## src/rtl/fseq_pkg.sv

```systemverilog
package fseq_pkg;

  typedef enum logic [2:0] {
    OP_RESET        = 3'd0,
    OP_READ_ID      = 3'd1,
    OP_SECTOR_ERASE = 3'd2,
    OP_CHIP_ERASE   = 3'd3,
    OP_PROGRAM      = 3'd4,
    OP_BYP_ENTER    = 3'd5,
    OP_BYP_PROGRAM  = 3'd6,
    OP_BYP_EXIT     = 3'd7
  } op_e;

  typedef enum logic [1:0] {
    STS_OK      = 2'd0,
    STS_TIMEOUT = 2'd1,
    STS_VERIFY  = 2'd2,
    STS_MODE    = 2'd3
  } status_e;

  typedef enum logic [2:0] {
    K_WRITE, K_READ_KEEP, K_POLL, K_VERIFY, K_END
  } kind_e;

  typedef struct packed {
    kind_e       kind;
    logic        use_target;
    logic        use_reqdata;
    logic [15:0] addr;
    logic [7:0]  cmd;
  } step_t;

  localparam int STEP_IDX_W = 4;

  localparam logic [15:0] ADDR_KEY_A = 16'h5555;
  localparam logic [15:0] ADDR_KEY_B = 16'h2AAA;

  localparam logic [7:0] CMD_KEY_A   = 8'hAA;
  localparam logic [7:0] CMD_KEY_B   = 8'h55;
  localparam logic [7:0] CMD_ERASE   = 8'h80;
  localparam logic [7:0] CMD_SECTOR  = 8'h30;
  localparam logic [7:0] CMD_CHIP    = 8'h10;
  localparam logic [7:0] CMD_PROG    = 8'hA0;
  localparam logic [7:0] CMD_BYPASS  = 8'h20;
  localparam logic [7:0] CMD_IDENT   = 8'h90;
  localparam logic [7:0] CMD_BYP_OUT = 8'h00;
  localparam logic [7:0] CMD_RESET   = 8'hF0;

  function automatic step_t s_fixed(logic [15:0] a, logic [7:0] c);
    return '{kind: K_WRITE, use_target: 1'b0, use_reqdata: 1'b0, addr: a, cmd: c};
  endfunction

  function automatic step_t s_target(logic [7:0] c);
    return '{kind: K_WRITE, use_target: 1'b1, use_reqdata: 1'b0, addr: 16'h0, cmd: c};
  endfunction

  function automatic step_t s_data();
    return '{kind: K_WRITE, use_target: 1'b1, use_reqdata: 1'b1, addr: 16'h0, cmd: 8'h0};
  endfunction

  function automatic step_t s_read(kind_e k);
    return '{kind: k, use_target: 1'b1, use_reqdata: 1'b0, addr: 16'h0, cmd: 8'h0};
  endfunction

  // Unlock pair occupies idx 0/1 for any op that needs it.
  function automatic step_t s_key(logic [STEP_IDX_W-1:0] i);
    return (i[0] == 1'b0) ? s_fixed(ADDR_KEY_A, CMD_KEY_A) : s_fixed(ADDR_KEY_B, CMD_KEY_B);
  endfunction

  function automatic step_t step_lookup(op_e op, logic [STEP_IDX_W-1:0] idx);
    step_t s;
    s = s_read(K_END);
    case (op)
      OP_RESET: if (idx == 0) s = s_target(CMD_RESET);
      OP_READ_ID:
        case (idx)
          0, 1: s = s_key(idx);
          2: s = s_fixed(ADDR_KEY_A, CMD_IDENT);
          3: s = s_read(K_READ_KEEP);
          4: s = s_target(CMD_RESET);
          default: s = s_read(K_END);
        endcase
      OP_SECTOR_ERASE, OP_CHIP_ERASE:
        case (idx)
          0, 1, 3, 4: s = s_key(idx + ((idx > 2) ? 4'd1 : 4'd0));
          2: s = s_fixed(ADDR_KEY_A, CMD_ERASE);
          5: s = (op == OP_SECTOR_ERASE) ? s_target(CMD_SECTOR)
                                         : s_fixed(ADDR_KEY_A, CMD_CHIP);
          6: s = s_read(K_POLL);
          default: s = s_read(K_END);
        endcase
      OP_PROGRAM:
        case (idx)
          0, 1: s = s_key(idx);
          2: s = s_fixed(ADDR_KEY_A, CMD_PROG);
          3: s = s_data();
          4: s = s_read(K_POLL);
          5: s = s_read(K_VERIFY);
          default: s = s_read(K_END);
        endcase
      OP_BYP_ENTER:
        case (idx)
          0, 1: s = s_key(idx);
          2: s = s_fixed(ADDR_KEY_A, CMD_BYPASS);
          default: s = s_read(K_END);
        endcase
      OP_BYP_PROGRAM:
        case (idx)
          0: s = s_target(CMD_PROG);
          1: s = s_data();
          2: s = s_read(K_POLL);
          3: s = s_read(K_VERIFY);
          default: s = s_read(K_END);
        endcase
      OP_BYP_EXIT:
        case (idx)
          0: s = s_target(CMD_IDENT);
          1: s = s_target(CMD_BYP_OUT);
          default: s = s_read(K_END);
        endcase
      default: s = s_read(K_END);
    endcase
    return s;
  endfunction

  function automatic logic op_allowed(op_e op, logic byp);
    case (op)
      OP_RESET:                    return 1'b1;
      OP_BYP_PROGRAM, OP_BYP_EXIT: return byp;
      default:                     return !byp;
    endcase
  endfunction

endpackage

```

## src/rtl/fseq_step_rom.sv

```systemverilog
module fseq_step_rom
  import fseq_pkg::*;
(
  input  op_e                   op,
  input  logic [STEP_IDX_W-1:0] idx,
  output step_t                 step
);
  always_comb step = step_lookup(op, idx);
endmodule

```

## src/rtl/fseq_bus_master.sv

```systemverilog
module fseq_bus_master #(
  parameter int ADDR_W = 22,
  parameter int DATA_W = 16
) (
  input  logic              clk,
  input  logic              rst,
  input  logic              go,
  input  logic              we,
  input  logic [ADDR_W-1:0] addr,
  input  logic [DATA_W-1:0] wdata,
  output logic              done,
  output logic [DATA_W-1:0] rdata,
  output logic              bus_req,
  output logic              bus_we,
  output logic [ADDR_W-1:0] bus_addr,
  output logic [DATA_W-1:0] bus_wdata,
  input  logic              bus_ack,
  input  logic [DATA_W-1:0] bus_rdata
);
  always_ff @(posedge clk) begin
    if (rst) begin
      bus_req   <= 1'b0;
      bus_we    <= 1'b0;
      bus_addr  <= '0;
      bus_wdata <= '0;
      done      <= 1'b0;
      rdata     <= '0;
    end else begin
      done <= 1'b0;
      if (bus_req) begin
        if (bus_ack) begin
          bus_req <= 1'b0;
          done    <= 1'b1;
          rdata   <= bus_rdata;
        end
      end else if (go) begin
        bus_req   <= 1'b1;
        bus_we    <= we;
        bus_addr  <= addr;
        bus_wdata <= wdata;
      end
    end
  end
endmodule

```

## src/rtl/fseq_poll_judge.sv

```systemverilog
module fseq_poll_judge #(
  parameter int DATA_W    = 16,
  parameter int MAX_POLLS = 64
) (
  input  logic              clk,
  input  logic              rst,
  input  logic              clear,
  input  logic              sample,
  input  logic [DATA_W-1:0] rd,
  output logic              second,
  output logic              match,
  output logic              exhausted
);
  localparam int CNT_W = $clog2(MAX_POLLS + 1);

  logic [DATA_W-1:0] first_q;
  logic              phase_q;
  logic [CNT_W-1:0]  pairs_q;

  always_ff @(posedge clk) begin
    if (rst || clear) begin
      first_q <= '0;
      phase_q <= 1'b0;
      pairs_q <= '0;
    end else if (sample) begin
      if (!phase_q) begin
        first_q <= rd;
        phase_q <= 1'b1;
      end else begin
        phase_q <= 1'b0;
        if (rd != first_q) pairs_q <= pairs_q + 1'b1;
      end
    end
  end

  assign second    = phase_q;
  assign match     = (rd == first_q);
  assign exhausted = (pairs_q == CNT_W'(MAX_POLLS - 1));
endmodule

```

## src/rtl/nor_flash_sequencer.sv

```systemverilog
module nor_flash_sequencer
  import fseq_pkg::*;
#(
  parameter int ADDR_W    = 22,
  parameter int DATA_W    = 16,
  parameter int MAX_POLLS = 64
) (
  input  logic              clk,
  input  logic              rst,
  input  logic              req_valid,
  output logic              req_ready,
  input  logic [2:0]        req_op,
  input  logic [ADDR_W-1:0] req_addr,
  input  logic [DATA_W-1:0] req_data,
  output logic              rsp_valid,
  output logic [1:0]        rsp_status,
  output logic [DATA_W-1:0] rsp_rdata,
  output logic              bypass_on,
  output logic              bus_req,
  output logic              bus_we,
  output logic [ADDR_W-1:0] bus_addr,
  output logic [DATA_W-1:0] bus_wdata,
  input  logic              bus_ack,
  input  logic [DATA_W-1:0] bus_rdata
);
  typedef enum logic [2:0] {
    FS_IDLE, FS_STEP, FS_WAIT, FS_ABORT, FS_ABWAIT, FS_RESP
  } fsm_e;

  fsm_e                  state;
  op_e                   op_q;
  logic [ADDR_W-1:0]     addr_q;
  logic [DATA_W-1:0]     data_q;
  logic [STEP_IDX_W-1:0] idx_q;
  status_e               status_q;
  logic [DATA_W-1:0]     keep_q;

  step_t                 step;
  logic                  m_go, m_we, m_done;
  logic [ADDR_W-1:0]     m_addr;
  logic [DATA_W-1:0]     m_wdata, m_rdata;
  logic                  p_sample, p_second, p_match, p_exhausted;

  fseq_step_rom u_rom (
    .op   (op_q),
    .idx  (idx_q),
    .step (step)
  );

  always_comb begin
    m_go    = (state == FS_STEP && step.kind != K_END) || (state == FS_ABORT);
    m_we    = (state == FS_ABORT) || (step.kind == K_WRITE);
    m_addr  = ((state == FS_ABORT) || step.use_target) ? addr_q : ADDR_W'(step.addr);
    if (state == FS_ABORT)     m_wdata = DATA_W'(CMD_RESET);
    else if (step.use_reqdata) m_wdata = data_q;
    else                       m_wdata = DATA_W'(step.cmd);
  end

  fseq_bus_master #(.ADDR_W(ADDR_W), .DATA_W(DATA_W)) u_master (
    .clk       (clk),
    .rst       (rst),
    .go        (m_go),
    .we        (m_we),
    .addr      (m_addr),
    .wdata     (m_wdata),
    .done      (m_done),
    .rdata     (m_rdata),
    .bus_req   (bus_req),
    .bus_we    (bus_we),
    .bus_addr  (bus_addr),
    .bus_wdata (bus_wdata),
    .bus_ack   (bus_ack),
    .bus_rdata (bus_rdata)
  );

  assign p_sample = (state == FS_WAIT) && m_done && (step.kind == K_POLL);

  fseq_poll_judge #(.DATA_W(DATA_W), .MAX_POLLS(MAX_POLLS)) u_judge (
    .clk       (clk),
    .rst       (rst),
    .clear     (state == FS_IDLE),
    .sample    (p_sample),
    .rd        (m_rdata),
    .second    (p_second),
    .match     (p_match),
    .exhausted (p_exhausted)
  );

  always_ff @(posedge clk) begin
    if (rst) begin
      state      <= FS_IDLE;
      op_q       <= OP_RESET;
      addr_q     <= '0;
      data_q     <= '0;
      idx_q      <= '0;
      status_q   <= STS_OK;
      keep_q     <= '0;
      req_ready  <= 1'b1;
      rsp_valid  <= 1'b0;
      rsp_status <= 2'd0;
      rsp_rdata  <= '0;
      bypass_on  <= 1'b0;
    end else begin
      rsp_valid <= 1'b0;
      case (state)
        FS_IDLE: if (req_valid) begin
          req_ready <= 1'b0;
          op_q      <= op_e'(req_op);
          addr_q    <= req_addr;
          data_q    <= req_data;
          idx_q     <= '0;
          keep_q    <= '0;
          if (op_allowed(op_e'(req_op), bypass_on)) begin
            status_q <= STS_OK;
            state    <= FS_STEP;
          end else begin
            status_q <= STS_MODE;
            state    <= FS_RESP;
          end
        end
        FS_STEP: state <= (step.kind == K_END) ? FS_RESP : FS_WAIT;
        FS_WAIT: if (m_done) begin
          state <= FS_STEP;
          case (step.kind)
            K_WRITE: idx_q <= idx_q + 1'b1;
            K_READ_KEEP: begin
              keep_q <= m_rdata;
              idx_q  <= idx_q + 1'b1;
            end
            K_POLL: if (p_second) begin
              if (p_match) begin
                keep_q <= m_rdata;
                idx_q  <= idx_q + 1'b1;
              end else if (p_exhausted) begin
                status_q <= STS_TIMEOUT;
                state    <= FS_ABORT;
              end
            end
            K_VERIFY: begin
              keep_q <= m_rdata;
              if (m_rdata != data_q) status_q <= STS_VERIFY;
              idx_q <= idx_q + 1'b1;
            end
            default: idx_q <= idx_q;
          endcase
        end
        FS_ABORT:  state <= FS_ABWAIT;
        FS_ABWAIT: if (m_done) state <= FS_RESP;
        FS_RESP: begin
          rsp_valid  <= 1'b1;
          rsp_status <= status_q;
          rsp_rdata  <= keep_q;
          req_ready  <= 1'b1;
          if (status_q == STS_OK && op_q == OP_BYP_ENTER) bypass_on <= 1'b1;
          if (status_q == STS_OK && op_q == OP_BYP_EXIT)  bypass_on <= 1'b0;
          state <= FS_IDLE;
        end
        default: state <= FS_IDLE;
      endcase
    end
  end
endmodule

```

## config.mk

```make
export PLATFORM = sky130hd
export DESIGN_NAME = nor_flash_sequencer
export DESIGN_NICKNAME = d
export VERILOG_FILES = /design/src/rtl/fseq_pkg.sv /design/src/rtl/fseq_step_rom.sv /design/src/rtl/fseq_bus_master.sv /design/src/rtl/fseq_poll_judge.sv /design/src/rtl/nor_flash_sequencer.sv
export SDC_FILE = /design/constraint.sdc
export NUM_CORES = 1
export LEC_CHECK = 0
export ABC_CLOCK_PERIOD_IN_PS = 3200
export BUFFER_PORTS_ARGS = -buffer_cell sky130_fd_sc_hd__buf_2
export CORE_MARGIN = 3
export CORE_UTILIZATION = 45
export DETAILED_ROUTE_END_ITERATION = 10
export PLACE_DENSITY = 0.66
export SLEW_MARGIN = 5
export SYNTH_ARGS = -nofsm -noshare
export SYNTH_HDL_FRONTEND = slang
export SYNTH_SLANG_ARGS = --single-unit
```

## constraint.sdc

```tcl
create_clock -name clk -period 3.2 [get_ports clk]
set_clock_uncertainty 0.2 [all_clocks]
set_input_delay 0.64 -clock clk [delete_from_list [all_inputs] [get_ports clk]]
set_output_delay 0.64 -clock clk [all_outputs]
set_load 0.005 [all_outputs]
```

* After elaboration in Yosys (flattened, before gate mapping)
Index checks and enable logic that the tools add are counted. Widths: inputs -> output; s select.
Storage, ports and cells: output and inout port bits 61, bits of input ports 61, logic and storage cells 164, register bits after elaboration 168
Cells by class: add/subtract/negate cells 3, equal/unequal tests 40, magnitude comparators 1, bitwise gates (word level) 2, muxes and demuxes 60, reductions and logical operators 37
Operator list (count):
- $pmux 29 s4 | 3
- $pmux 29 s7 | 1
- $pmux 29 s5 | 1
- $pmux 29 s2 | 2
- $mux 16 | 6
- $pmux 16 s2 | 2
- $mux 23 | 2
- $ne 16x16->1 | 2
- $mux 29 | 1
- $eq 3x3->1 const B | 9
- $mux 26 | 1
- $mux 2 | 11
- $mux 22 | 1
- $eq 3x2->1 const B | 6
- $eq 16x16->1 | 1
- $mux 4 | 4
- $pmux 4 s2 | 2
- $mux 3 | 5
- $ne 3x3->1 const B | 5
- $pmux 3 s5 | 1
- $mux 1 | 13
- $eq 4x3->1 const B | 3
- $logic_not 3->1 | 4
- $reduce_and 2->1 | 6
- 27 further kinds | 51

* Logic depth before layout (Yosys ltp)
Gate-level depths: netlist of the first run.
depth after elaboration 11, gate-level depth with buffers 11, mapped depth without buffers 8

* Hierarchy
A second synthesis of the first run with hierarchy kept.
Second synthesis, totals: cell total of the unflattened synthesis 1001, area total of the unflattened synthesis 8360.5 um2
Modules (own cells, without submodules):
- nor_flash_sequencer | instances 1, sequential area each 1741.7 um2, area an instance 3962.6 um2, cells an instance 504
- fseq_bus_master | instances 1, sequential area each 1141.1 um2, area an instance 2590.0 um2, cells an instance 257
- fseq_poll_judge | instances 1, sequential area each 480.5 um2, area an instance 1128.6 um2, cells an instance 137
- fseq_step_rom | instances 1, sequential area each 0.0 um2, area an instance 679.4 um2, cells an instance 103

* Least setup slack after synthesis of the first run
Ideal clock, no wire load.
path type register to register, from register idx_q[0], to register idx_q[2], path buffers 1, clock period less this slack 2621 ps, path slack 579 ps, required time 2877 ps, data arrival time 2298 ps, library setup time 123 ps, cell stages (with the launch flop) 9, cell sequence dfxtp_1 -> ha_1 -> clkbuf_1 -> o21ai_0 -> or3_4 -> and3_1 -> a2111o_1 -> o2111ai_1 -> mux2_1
On the way: longest elaborated chain between the ends 9, elaborated cells on any way between the ends 32, classes of those cells add/sub: 1; eq/ne: 12; mux: 13; reduce/logical: 6
Ends and longest elaborated chain:
- start, declared | RTL line nor_flash_sequencer.sv:34 | logic [STEP_IDX_W-1:0] idx_q;
- start signal, assigned | RTL line nor_flash_sequencer.sv:125 | K_WRITE: idx_q <= idx_q + 1'b1;
- start signal, assigned | RTL line nor_flash_sequencer.sv:128 | idx_q <= idx_q + 1'b1;
- start signal, assigned | RTL line nor_flash_sequencer.sv:133 | idx_q <= idx_q + 1'b1;
- $eq 4x3->1, or another cell as far along | RTL line fseq_pkg.sv:76, fseq_pkg.sv:84, fseq_pkg.sv:93
- $reduce_or 4->1 / $reduce_or 2->1 (equally long branches)
- $pmux 29 s4, or another cell as far along | RTL line fseq_pkg.sv:84 | case (idx)
- $pmux 29 s7 | RTL line fseq_pkg.sv:73 | case (op)
- $eq 3x2->1, or another cell as far along | RTL line nor_flash_sequencer.sv:124 | case (step.kind)
- $reduce_or 3->1 (no line)
- $pmux 4 s2 | RTL line nor_flash_sequencer.sv:124
- $mux 4 | RTL line nor_flash_sequencer.sv:122 | FS_WAIT: if (m_done) begin
- $pmux 4 s2 | RTL line nor_flash_sequencer.sv:105 | case (state)
Parallel ways exist; a longest one is shown, timed or not. The select of a mux whose other input is x is not followed. A chain may end at the register's enable or synchronous reset.

* Final worst setup path of the first run
from register idx_q[0], to register u_master.bus_addr[0]
On the way: longest elaborated chain between the ends 8, elaborated cells on any way between the ends 28, classes of those cells add/sub: 1; order compare: 1; eq/ne: 7; mux: 12; reduce/logical: 7
Ends and longest elaborated chain:
- parallel branches: the longest is 3 deep, another holds $gt 4x2->1
- $pmux 29 s7 (*) | RTL line fseq_pkg.sv:73
- $ne 3x3->1 | RTL line nor_flash_sequencer.sv:51 | m_go = (state == FS_STEP && step.kind != K_END) || (state == FS_ABORT);
- $logic_and 1x1->1 | RTL line nor_flash_sequencer.sv:51
- $logic_or 1x1->1 | RTL line nor_flash_sequencer.sv:51
- $reduce_and 2->1 (no line)
- end signal, assigned | RTL line fseq_bus_master.sv:39 | bus_addr <= addr;
- end, declared | RTL line fseq_bus_master.sv:15 | output logic [ADDR_W-1:0] bus_addr,
Every way passes the cells marked *.

==> results.toml, run 1 <==
[outcome]
status = "finished, final reports clean"

[clock_tree]
cts_tree = "done"
cts_made_buffers = 17
ctsLongestPathBuffers = 2
cts_resized = 0
ctsHoldBuffers = 0
root_buffer = "clkbuf_16"
cts_setup_buffers = 0
clock-sinks = 168
clock_latency_ns = 0.43
cts.clk_slew.worst_paths_ns = 0.06
h-tree-depth = 4

[timing]
slew_headroom_pct = 28.5
setup_viol = 0
hold_slack_ns = 0.213
rsz0062_at_grt = "no"
setup_tns_ns = 0
worst_pin_slew_ns = 1.07
fmax_mhz = 326
finalHoldViolations = 0
fin_crit_sh_pct = 95.8
maxSlewViolCount = 0
min_period_ns = 3.07

[detailed_routing]
drc = 0
routedWlPerCell_um = 17.7
wl_met2_um = 10200
vias_per_cell = 5.79
ant_nets = 0
drt_iter0_drc = 692
wirelength_um = 22700
dr_total_vias = 7436
dr_wl_met3_um = 1440
met1Wirelength_um = 10600
drt_pass1_iterations = 5
top_layer_used = "met4"

[yosys]
synth-edff-count = 0
synth-seq-cells = 168
synth_warnings = 0
synthCells = 954
synth_nets = 1020
synth-async-reset-ratio_pct = 0
ys_seq_area_share_pct = 43.1
ys.flop_type = "dfxtp_1"
syn_area_per_cell_um2 = 8.17
syn_area_um2 = 7800
yosysUniqueCellTypes = 70

[critical_path]
cp_slowest_cell = "or3_1"
cpPeakStageDelay_ns = 0.51
cp.arrival_ns = 3.19
crit_chain = "ha_1, or3b_4, a22oi_2, o221a_2, a21oi_2, or3_1, o32ai_1"
r2r_slack_ns = 0.13
timing.rr.start = "idx_q[0]"
r2r_end = "u_master.bus_addr[0]"
crit_path_end_kind = "flip-flop"
criticalPathCategory = "flip-flop to flip-flop"
crit_fanout = 11
startpoint_type = "flip-flop"
critPathTopFamily = "simple AND/OR/NAND/NOR gates"
path_buf_inv = 0
r2r_cells = 7
worstPathRequired_ns = 3.33

[place]
dp_hpwl_um = 16000
io_buffers = 121
postPlaceCellArea_um2 = 8600
finalWeightedCongestion = 0.887

[final_layout]
final_area_um2 = 9190
finalCoreUtilization_pct = 54.8
final_cell_mix = "168 x nand2_1, 168 x dfxtp_1, 130 x a21oi_1"
nFillCells = 1601
nNetsFinal = 1118
drive_gt1_share_pct = 19.5
n_antenna_cell = 0
area_growth_pct = 17.8

[power_and_ir_drop]
total_power_uw = 6420
power.density_nw_per_um2 = 699
leakagePower_uw = 0.00358
vdd_drop_max_uv = 436

[floorplan]
core_area_um2 = 16800
die_w_um = 138
die_area_um2 = 18900
fp-row-count = 47
io_pins = 122
dieHeight_um = 138
start_util_pct = 46.5

[min_path]
holdCritStartpoint = "bus_rdata[10]"
hold_class = "input pin to flip-flop"
holdPathStages = 2
hold_end = "u_master.rdata[10]"

[grt]
first_global_vias = 6833
antenna_found_initial = 0
grt_remaining_overflow = 0
grt_usage_pct = 24.0
grt_max_degree = 57
grt_pass1_wl_um = 35900

[job]
maxCapViolations = 0
-- cell type report --
class                           instances  area (um^2)  share of cell area (%)
Sequential cell                       168         3360                    36.6
Clock buffer                           21          460                    5.01
Timing Repair Buffer                  156          871                    9.48
Tap cell                              220          275                    3.00
Multi-Input combinational cell        700         4060                    44.2
Clock inverter                         10          120                    1.31
Inverter                                9         33.8                   0.368
-- per-layer routing --
| metal | track usage, % | up-vias |
|---|---|---|
| met5 | 0 | - |
| met4 | 7.04 | 0 |
| met3 | 5.77 | 35 |
| met2 | 36.0 | 252 |
| met1 | 34.1 | 3540 |
| li1 | - | 3609 |
-- worst max-delay path by stage --
stage               startpoint  cells past startpoint  slack, ns                endpoint
floorplan             idx_q[0]                      8       0.58                idx_q[2]
global placement      idx_q[0]                      7       0.27   u_master.bus_addr[10]
detailed placement    idx_q[0]                      7       0.17    u_master.bus_addr[0]
CTS                   idx_q[0]                      7       0.19    u_master.bus_addr[0]
global route          idx_q[0]                      9       0.02  u_master.bus_wdata[10]
finish                idx_q[0]                      7       0.13    u_master.bus_addr[0]
-- per-stage QoR --
| stage | std cells | setup slack (ns) |
|---|---|---|
| floorplan | 954 | 0.579 |
| global placement | 1253 | 0.270 |
| detailed placement | 1253 | 0.167 |
| CTS | 1284 | 0.189 |
| global route | 1284 | 0.0176 |
| finish | 1284 | 0.134 |
-- flip-flops by register name (all words and copies together) (netlist names) --
register	flops
addr_q	22
bypass_on	1
data_q	16
idx_q	4
keep_q	16
op_q	3
req_ready	1
rsp_rdata	16
rsp_status	2
rsp_valid	1
state	3
status_q	2
u_judge.first_q	16
u_judge.pairs_q	7
u_judge.second	1
u_master.bus_addr	22
u_master.bus_req	1
u_master.bus_wdata	16
u_master.bus_we	1
u_master.done	1
u_master.rdata	16
-- worst register-to-register path, delay by kind of cell, from the launching register on --
kind            cells  cell delay (ns)
simple gates        2             0.98
flops               1             0.46
compound gates      4             0.87
fa+ha+maj           1             0.45
-- cells by family (layout without fill, tap and decap cells) --
group	after synthesis	after routing	synth area share [%]
AND/OR/NAND/NOR	354	354	22.1
AO/OA/AOI/OAI	287	287	22.7
flip-flops	168	168	43.1
buffers and inverters	86	196	4.89
XOR/XNOR	33	33	3.71
multiplexers	21	21	2.71
adder cells (fa/ha/maj)	5	5	0.802
-- where the power goes --
part / switching (uW) / internal [uW]
combinational: 1220 / 645
sequential: 213 / 2310
clock: 850 / 1190
total: 2280 / 4140
-- synth_stat cells (all sizes together), types with 2 or more instances --
cell	n	area [um^2]
dfxtp	168	3360
nand2	168	631
a21oi	131	659
o21ai	59	295
clkbuf	58	218
nor2	36	135
nand3	35	193
nand4	29	188
mux2i	20	200
nand2b	20	125
buf	19	130
xnor2	17	149
a22o	16	140
xor2	16	140
o2111ai	10	87.6
nor3	9	45.0
o32ai	9	78.8
inv	8	30.0
or3	8	55.1
or4	8	60.1
nor4	7	43.8
o211ai	7	52.6
or2	7	43.8
nand3b	6	45.0
o22ai	6	37.5
o31ai	6	45.0
ha	5	62.6
nor2b	5	31.3
a211o	4	35.0
a31oi	4	25.0
nor3b	4	30.0
o21ba	4	40.0
a21o	3	22.5
a311oi	3	26.3
and3	3	18.8
and4	3	26.3
o21bai	3	22.5
or3b	3	28.8
a211oi	2	15.0
a21boi	2	15.0
a2bb2oi	2	17.5
and2	2	12.5
o211a	2	20.0
o21a	2	15.0
(Power assumes the default switching activity.)
==> run 2: changes to the inputs <==
--- a/config.mk
+++ b/config.mk
@@ -10,8 +10,9 @@
 export CORE_MARGIN = 3
 export CORE_UTILIZATION = 45
 export DETAILED_ROUTE_END_ITERATION = 10
+export GPL_ROUTABILITY_DRIVEN = 1
+export GPL_TIMING_DRIVEN = 0
 export PLACE_DENSITY = 0.66
-export SLEW_MARGIN = 5
 export SYNTH_ARGS = -nofsm -noshare
 export SYNTH_HDL_FRONTEND = slang
 export SYNTH_SLANG_ARGS = --single-unit
==> run 2 against run 1 <==
Against the previous run:
- worst hold slack worse by 0.0019 ns
- register-to-register slack worse by 0.04 ns
- highest routed layer unchanged
- die area stayed put
- via count is 3.1% higher
- sequential share of layout area is 0.40 points lower
- critical path type unchanged
==> results.toml, run 2 (synthesis gave the netlist of run 1 again) <==
[clock_tree]
ctsHoldBuffers = 0
cts_made_buffers = 17
clock_latency_ns = 0.44
cts_tree = "done"
clock-sinks = 168
root_buffer = "clkbuf_16"
cts.clk_slew.worst_paths_ns = 0.07
h-tree-depth = 4
ctsLongestPathBuffers = 2

[timing]
setup_ws_ns = 0.0954
rsz0062_at_grt = "no"
worst_pin_slew_ns = 0.978
fmax_mhz = 322
maxSlewViolCount = 0
setup_viol = 0
fin_crit_sh_pct = 97.0
min_period_ns = 3.10
slew_headroom_pct = 34.0
finalHoldViolations = 0
hold_slack_ns = 0.211

[grt]
first_global_vias = 6934
antenna_found_initial = 0
grt_pass1_wl_um = 38400
grt_remaining_overflow = 0
grt_max_degree = 19
grt_usage_pct = 26.0

[final_layout]
final_common_cell = "nand2_1"
final_cell_mix = "168 x nand2_1, 167 x dfxtp_1, 130 x buf_2, 130 x a21oi_1, 59 x o21ai_0"
nNetsFinal = 1160
top_regs = "addr_q (22), u_master.bus_addr (22)"
n_antenna_cell = 0
area_growth_pct = 19.1
drive_gt1_share_pct = 18.1

[detailed_routing]
wirelength_um = 24700
routedWlPerCell_um = 18.6
ant_nets = 0
dr_total_vias = 7665
drt_pass1_iterations = 5
drc = 0
drt_iter0_drc = 678
vias_per_cell = 5.78

[critical_path]
crit_fanout = 10
r2r_cells = 10
crit_path_end_kind = "flip-flop"
criticalPathCategory = "flip-flop to flip-flop"
worstPathRequired_ns = 3.27
startpoint_type = "flip-flop"
cp.arrival_ns = 3.17

[place]
finalWeightedCongestion = 0.893
pre_cts_ws_ns = -0.162
dp_hpwl_um = 18200
io_buffers = 120

[job]
maxCapViolations = 0

[floorplan]
dieHeight_um = 138
fp-row-count = 47
core_area_um2 = 16800
die_area_um2 = 18900
start_util_pct = 46.5
io_pins = 122
die_w_um = 138

[min_path]
holdPathStages = 2
hold_class = "input pin to flip-flop"

[power_and_ir_drop]
power.density_nw_per_um2 = 702
leakagePower_uw = 0.00360
vdd_drop_max_uv = 478

[outcome]
status = "finished, final reports clean"
## run 2: cell count changes in the layout (fill, tap and decap cells not counted), sizes merged
cell    before  now
inv          9   19
bufinv       2    0
clkinv       6    3
buf        156  141
clkbuf      21   74
## run 2: worst max-delay path, stage by stage, from the launching register on
cell      delay, ns
dfxtp_2        0.38
inv_2          0.13
ha_1           0.15
buf_2          0.22
nor3_2         0.11
a311oi_1       0.36
o221a_2        0.32
a21oi_2        0.07
buf_4          0.17
nor2_1         0.63
a311oi_1       0.19
## run 2: power by group
group / switching (uW) / total, uW / internal [uW]
Clock: 985 / 2030 / 1040
Combinational: 1330 / 1980 / 648
Sequential: 209 / 2510 / 2310
Total: 2520 / 6520 / 4000
## run 2: layout make-up
| type | instances | area [um^2] |
|---|---|---|
| sequential | 168 | 3360 |
| clock buffer | 17 | 425 |
| tap | 220 | 275 |
| inverter | 9 | 33.8 |
| buffer | 76 | 353 |
| clock inverter | 15 | 151 |
| multi-input combinational | 700 | 4070 |
| timing repair buffer | 122 | 616 |
| fill | 1614 | 7470 |
## run 2: worst paths after layout
| path | start | to | slack, ns |
|---|---|---|---|
| hold reg to reg | rsp_rdata[4] | rsp_rdata[4] | 0.25 |
| setup / recovery | idx_q[0] | u_master.bus_wdata[7] | 0.1 |
| setup reg to reg | idx_q[0] | u_master.bus_wdata[7] | 0.1 |
| hold / removal | bus_rdata[7] | u_master.rdata[7] | 0.21 |
## run 2: layer usage
metal	wire, um	share of wire, %	track usage [%]
met1	11600	47	38.8
met2	11100	45	39.2
met3	1640	6.6	4.16
met4	408	1.7	6.32
met5	0	0	0
## run 2: timing repair
item                                    in CTS  in global routing
endpoints found under the setup margin      39                 69
hold endpoints to repair                     0                  0
setup buffers                                1                  1
pin swaps                                    1                  1
gates cloned                                 0                  0
resized for setup                            4                 12
## run 2: stage by stage
stage | instances | util, % | TNS (ns) | power (uW) | cell area (um^2)
finish | 1327 | 55.4 | 0 | 6520 | 9290
global route | 1327 | 55.4 | 0 | 6840 | 9290
CTS | 1327 | 55.3 | 0 | 6470 | 9270
detailed placement | 1294 | 51.8 | -3.09 | 4450 | 8670
global placement | 1294 | 51.8 | -3.89 | 4440 | 8670
floorplan | 954 | - | 0 | 3770 | 7800
